===== config.mk =====
export PLATFORM = sky130hd
export DESIGN_NAME = esat_unit
export DESIGN_NICKNAME = d
export VERILOG_FILES = /design/src/rtl/esat_pkg.sv /design/src/rtl/esat_limits.sv /design/src/rtl/esat_core.sv /design/src/rtl/esat_flags.sv /design/src/rtl/esat_unit.sv
export SDC_FILE = /design/constraint.sdc
export NUM_CORES = 1
export LEC_CHECK = 0
export ABC_AREA = 1
export ABC_CLOCK_PERIOD_IN_PS = 21200
export BUFFER_PORTS_ARGS = -buffer_cell sky130_fd_sc_hd__buf_4
export CAP_MARGIN = 30
export CORE_ASPECT_RATIO = 0.9
export CORE_MARGIN = 3
export CORE_UTILIZATION = 55
export CTS_BUF_LIST = sky130_fd_sc_hd__clkbuf_8
export CTS_CLUSTER_DIAMETER = 120
export CTS_CLUSTER_SIZE = 28
export DETAILED_ROUTE_END_ITERATION = 6
export PLACE_DENSITY = 0.86
export REMOVE_ABC_BUFFERS = 1
export SYNTH_ARGS = -nofsm -noshare
export SYNTH_HDL_FRONTEND = slang
export SYNTH_SLANG_ARGS = --single-unit

===== constraint.sdc =====
create_clock -name clk -period 21.2 [get_ports clk]
set_input_delay 4.24 -clock clk [delete_from_list [all_inputs] [get_ports clk]]
set_output_delay 4.24 -clock clk [all_outputs]
set_load 0.02 [all_outputs]

===== src/rtl/esat_pkg.sv =====
package esat_pkg;
    localparam int DW = 64;
    localparam int XW = DW + 2;

    typedef struct packed {
        logic lt;
        logic gt;
        logic eq;
        logic ov;
    } cond_t;

    function automatic logic [6:0] ew_bits(input logic [1:0] code);
        unique case (code)
            2'b01:   return 7'd8;
            2'b10:   return 7'd16;
            2'b11:   return 7'd32;
            default: return 7'd64;
        endcase
    endfunction

    function automatic logic [1:0] ew_wider(input logic [1:0] x, input logic [1:0] y);
        return (ew_bits(x) >= ew_bits(y)) ? x : y;
    endfunction

    function automatic logic signed [XW-1:0] ew_extend(input logic [DW-1:0] v,
                                                        input logic [1:0] code,
                                                        input logic sgn);
        logic signed [XW-1:0] e;
        unique case (code)
            2'b01:   e = sgn ? {{(XW-8){v[7]}},   v[7:0]}  : {{(XW-8){1'b0}},  v[7:0]};
            2'b10:   e = sgn ? {{(XW-16){v[15]}}, v[15:0]} : {{(XW-16){1'b0}}, v[15:0]};
            2'b11:   e = sgn ? {{(XW-32){v[31]}}, v[31:0]} : {{(XW-32){1'b0}}, v[31:0]};
            default: e = sgn ? {{(XW-DW){v[DW-1]}}, v}     : {{(XW-DW){1'b0}}, v};
        endcase
        return e;
    endfunction
endpackage


===== src/rtl/esat_limits.sv =====
module esat_limits
    import esat_pkg::*;
(
    input  logic [1:0]           dst_ew,
    output logic signed [XW-1:0] umax,
    output logic signed [XW-1:0] smax,
    output logic signed [XW-1:0] smin
);
    logic [6:0] w;
    logic signed [XW-1:0] one;

    always_comb begin
        w    = ew_bits(dst_ew);
        one  = {{(XW-1){1'b0}}, 1'b1};
        umax = (one <<< w) - one;
        smax = (one <<< (w - 7'd1)) - one;
        smin = -(one <<< (w - 7'd1));
    end
endmodule


===== src/rtl/esat_core.sv =====
module esat_core
    import esat_pkg::*;
(
    input  logic          op_sub,
    input  logic          sat_en,
    input  logic          sat_signed,
    input  logic [1:0]    src_ew,
    input  logic [1:0]    dst_ew,
    input  logic [DW-1:0] opa,
    input  logic [DW-1:0] opb,
    output logic [DW-1:0] val,
    output logic          clamped
);
    logic signed [XW-1:0] umax, smax, smin;
    logic signed [XW-1:0] ea, eb, exact, fixed;
    logic [1:0] cw;

    esat_limits u_lim (
        .dst_ew (dst_ew),
        .umax   (umax),
        .smax   (smax),
        .smin   (smin)
    );

    always_comb begin
        cw      = ew_wider(src_ew, dst_ew);
        ea      = ew_extend(opa, cw, sat_signed);
        eb      = ew_extend(opb, cw, sat_signed);
        exact   = op_sub ? (ea - eb) : (ea + eb);
        fixed   = exact;
        clamped = 1'b0;
        if (sat_en) begin
            if (sat_signed) begin
                if (exact > smax) begin
                    fixed = smax; clamped = 1'b1;
                end else if (exact < smin) begin
                    fixed = smin; clamped = 1'b1;
                end
            end else begin
                if (exact < 0) begin
                    fixed = '0; clamped = 1'b1;
                end else if (exact > umax) begin
                    fixed = umax; clamped = 1'b1;
                end
            end
        end
        val = fixed[DW-1:0] & umax[DW-1:0];
    end
endmodule


===== src/rtl/esat_flags.sv =====
module esat_flags
    import esat_pkg::*;
(
    input  logic [DW-1:0] val,
    input  logic [1:0]    dst_ew,
    input  logic          sat_signed,
    input  logic          rc_en,
    input  logic          clamped,
    output cond_t         cf
);
    logic top_bit;

    always_comb begin
        unique case (dst_ew)
            2'b01:   top_bit = val[7];
            2'b10:   top_bit = val[15];
            2'b11:   top_bit = val[31];
            default: top_bit = val[DW-1];
        endcase
        cf = '0;
        if (rc_en) begin
            cf.eq = (val == '0);
            cf.lt = sat_signed && top_bit;
            cf.gt = !cf.eq && !cf.lt;
            cf.ov = clamped;
        end
    end
endmodule


===== src/rtl/esat_unit.sv =====
module esat_unit
    import esat_pkg::*;
#(
    parameter bit OUT_REG = 1'b1
) (
    input  logic          clk,
    input  logic          rst_n,
    input  logic          op_sub,
    input  logic          sat_en,
    input  logic          sat_signed,
    input  logic          rc_en,
    input  logic [1:0]    src_ew,
    input  logic [1:0]    dst_ew,
    input  logic [DW-1:0] opa,
    input  logic [DW-1:0] opb,
    output logic [DW-1:0] res,
    output logic [3:0]    cond
);
    logic [DW-1:0] val;
    logic          clamped;
    cond_t         cf;

    esat_core u_core (
        .op_sub     (op_sub),
        .sat_en     (sat_en),
        .sat_signed (sat_signed),
        .src_ew     (src_ew),
        .dst_ew     (dst_ew),
        .opa        (opa),
        .opb        (opb),
        .val        (val),
        .clamped    (clamped)
    );

    esat_flags u_flags (
        .val        (val),
        .dst_ew     (dst_ew),
        .sat_signed (sat_signed),
        .rc_en      (rc_en),
        .clamped    (clamped),
        .cf         (cf)
    );

    generate
        if (OUT_REG) begin : g_reg
            always_ff @(posedge clk) begin
                if (!rst_n) begin
                    res  <= '0;
                    cond <= '0;
                end else begin
                    res  <= val;
                    cond <= cf;
                end
            end
        end else begin : g_comb
            assign res  = val;
            assign cond = cf;
        end
    endgenerate
endmodule


==> summary.md <==
| Metric | Value |
|---|---|
| DRT Pass-1 Iters | `7` |
| Yosys warnings | `0` |
| Worst path max stage delay | `0.79 ns` |
| Crit path kind | `in2reg` |
| Worst EP arrival | `15.43 ns` |
| Status | `finished with violations` |
| GPL Wtd Cong | `0.9876` |
| Diode count | `0` |
| Initial drt markers | `2190` |
| Met3 wire len | `5478 um` |
| CTS Sinks | `68` |
| Most frequent cells in the layout | `nand2_1, nor2_1, inv_1` |
| Synth top area cells | `nand2_1, ha_1, nor2_1` |
| Crit-path slowest cell | `nand4_1` |
| Crit-path max FO | `37` |
| Post-DP HPWL | `45890 um` |
| I/O pins | `206` |
| Sequential area share after synthesis | `8.170%` |
| RSZ-0062 raised after global routing | `no` |
| Met2 routed WL | `23910 um` |
| Horiz. Die Dim | `189.5 um` |
| Nets | `3503` |
| Net Sw Power | `0.001787 W` |
| Clock buffer depth | `2` |
| Min-delay src | `rc_en` |
| Max-slew headroom | `30.56%` |
| Power per cell area | `151.0 nW/um2` |
| Number of flops mapped to enable cells by yosys | `0` |
| DR top layer | `met4` |
| Combinational power share | `90.5%` |
| Final wirelength | `56730 um` |
| Switch share | `63.48%` |
| Power share of the clock group | `3.8%` |
| Tmin final | `15.19 ns` |
| Top cell type's share of synthesized area | `20.05%` |
| Post-cts sizing count | `0` |
| Setup Viol. Count Final | `0` |
| Die H | `171.1 um` |
| Average wire per standard cell | `16.07 um` |
| CTS H-tree depth | `3` |
| DRC | `1` |
| #FFs+latches synth | `68` |
| Initial antenna violation count | `0` |
| CTS tree | `yes` |
| Core area | `29380 um2` |
| Worst setup margin | `6.007 ns` |
| Worst hold-check path type | `in2reg` |
| Max Clk Rate | `65.82 MHz` |
| Internal Power | `0.001028 W` |
| Hold Path Stages | `3` |
| Layout cells sized above 1 | `10.34%` |
| Vias in the first global route | `18090` |
| Total number of vias | `19910` |
| Largest net degree at the start of global routing | `91` |
| Reg clk slew, reported paths | `0.06 ns` |
| DP Worst Slack | `6.115 ns` |
| Tightest Pin Transition | `1.040 ns` |
| Required time worst endpoint | `21.43 ns` |
| Max Slew Vio Count | `0` |
| Most used cell along the critical path | `nand2_1` |
| Synthesized area | `16660 um2` |
| CTS Buf Count | `9` |
| # port buffers | `205` |
| Seq pwr share | `5.7%` |
| Hold path endpoint | `cond[3]$_SDFF_PN0_` |
| Post-Synthesis Cells | `2979` |
| Root Driver | `clkbuf_8` |
| Worst Setup End Kind | `register` |
| Post-synthesis cell type count | `59` |
| Leak Pwr | `10.65 nW` |
| Ys async rst share | `0%` |
| Tot GR Track Use | `33.63%` |
| Failing checks | `design-rule violations` |
| Final period util | `71.67%` |
| Hold_buf cts | `0` |
| Grt ovf | `0` |
| Initial Utilization | `56.71%` |
| DIE AREA | `32420 um2` |
| Global-route wire length before repair | `90450 um` |
| Leading area contributor after synthesis | `nand2_1` |
| Layout overhead on the synthesized area | `11.89%` |
| Wire length on met1 | `25660 um` |
| Syn avg cell area | `5.593 um2` |
| TNS Setup | `0 ns` |
| Max-cap viol count | `0` |
| Via/cell ratio | `5.641` |
| Post-CTS Setup Inserts | `0` |
| Main flop type after synthesis | `dfxtp_1` |
| CP Launch Type | `input pin` |
| Commonest non-fill, non-tap cell in the layout | `nand2_1` |
| Core Rows | `59` |
| VDD IR-drop max | `0.08693 mV` |
| Fin. Hold Viols | `0` |
| Post-route ant nets | `0` |
[power by group through the flow]
stage | logic [W] | clock network [W] | registers [W]
detailed placement | 0.00246 | 0 | 0.000163
CTS | 0.00247 | 0.000108 | 0.000161
global route | 0.00284 | 0.000115 | 0.000163
finish | 0.00255 | 0.000107 | 0.000161
global placement | 0.00240 | 0 | 0.000162
floorplan | 0.00173 | 0 | 0.000196
[cells in the mapped netlist, types with 8 or more instances]
| library cell | count |
|---|---|
| xor2_1 | 91 |
| a21o_1 | 20 |
| nor4_1 | 17 |
| clkbuf_1 | 53 |
| or2_2 | 21 |
| buf_2 | 21 |
| o21ai_1 | 16 |
| inv_1 | 337 |
| xnor2_1 | 28 |
| o21a_1 | 8 |
| ha_1 | 235 |
| a31oi_1 | 18 |
| nand2_4 | 11 |
| o21bai_1 | 14 |
| nand2_2 | 23 |
| o211ai_1 | 10 |
| nor2_1 | 402 |
| nand2_1 | 890 |
| nand4_1 | 29 |
| o21ai_0 | 212 |
| dfxtp_1 | 68 |
| nand3_1 | 173 |
| a21oi_1 | 170 |
| nor3_1 | 28 |
[worst max path at each step]
stage / from / end / depth (start not counted)
after floorplan: dst_ew[1] / cond[2]$_SDFF_PN0_ / 60
after global placement: dst_ew[1] / cond[2]$_SDFF_PN0_ / 57
after detailed placement: dst_ew[1] / cond[2]$_SDFF_PN0_ / 63
after CTS: dst_ew[1] / cond[2]$_SDFF_PN0_ / 63
after global routing: dst_ew[1] / cond[2]$_SDFF_PN0_ / 63
final: dst_ew[1] / cond[2]$_SDFF_PN0_ / 58
[stage by stage]
stage / cells / total power, W / area (um2) / hold slack (ns) / utilization [%]
after floorplan: 2899 / 0.001926 / 16260 / 4.382 / -
after global placement: 3512 / 0.002564 / 18400 / 4.579 / 62.62
after detailed placement: 3514 / 0.002620 / 18440 / 4.587 / 62.76
after CTS: 3530 / 0.002740 / 18640 / 4.232 / 63.45
after global routing: 3530 / 0.003120 / 18640 / 4.263 / 63.45
final: 3530 / 0.002815 / 18640 / 4.243 / 63.45
[routing by layer]
layer  vias to the layer above  global-route usage (%)
li1                       9892                       -
met1                      8778                   47.46
met2                      1122                   53.47
met3                       122                   3.872
met4                         0                   10.99
met5                         -                       0
[final cells by class]
class / count / area (um2)
clock buffer: 11 / 151.4
clock inverter: 5 / 51.30
fill: 2891 / 10740
inverter: 344 / 1291
multi-input combinational: 2487 / 13620
sequential: 68 / 1361
tap: 396 / 495.5
timing repair buffer: 219 / 1672
[state kept, by name, summed over array words and instances, names as in the netlist]
register	flops
res	64
cond	4
[critical path, delay by kind of cell]
family | cells | cell delay, ns
adders and majority gates | 4 | 1.63
AOI/OAI and AO/OA | 3 | 0.86
and+or+nand+nor | 43 | 7.19
xor gates and xnor gates | 2 | 0.47
buffers and inverters | 6 | 0.97
[cell families after synthesis]
logic type      count (synthesis)  synth area share, %
flops                          68                8.170
fa+ha+maj                     236                17.77
simple gates                 1628                41.14
buf+inv                       434                10.36
compound gates                491                16.17
other cells                     2              0.04507
xor+xnor                      120                6.353
Note: power is estimated with default switching activity, not from simulation.
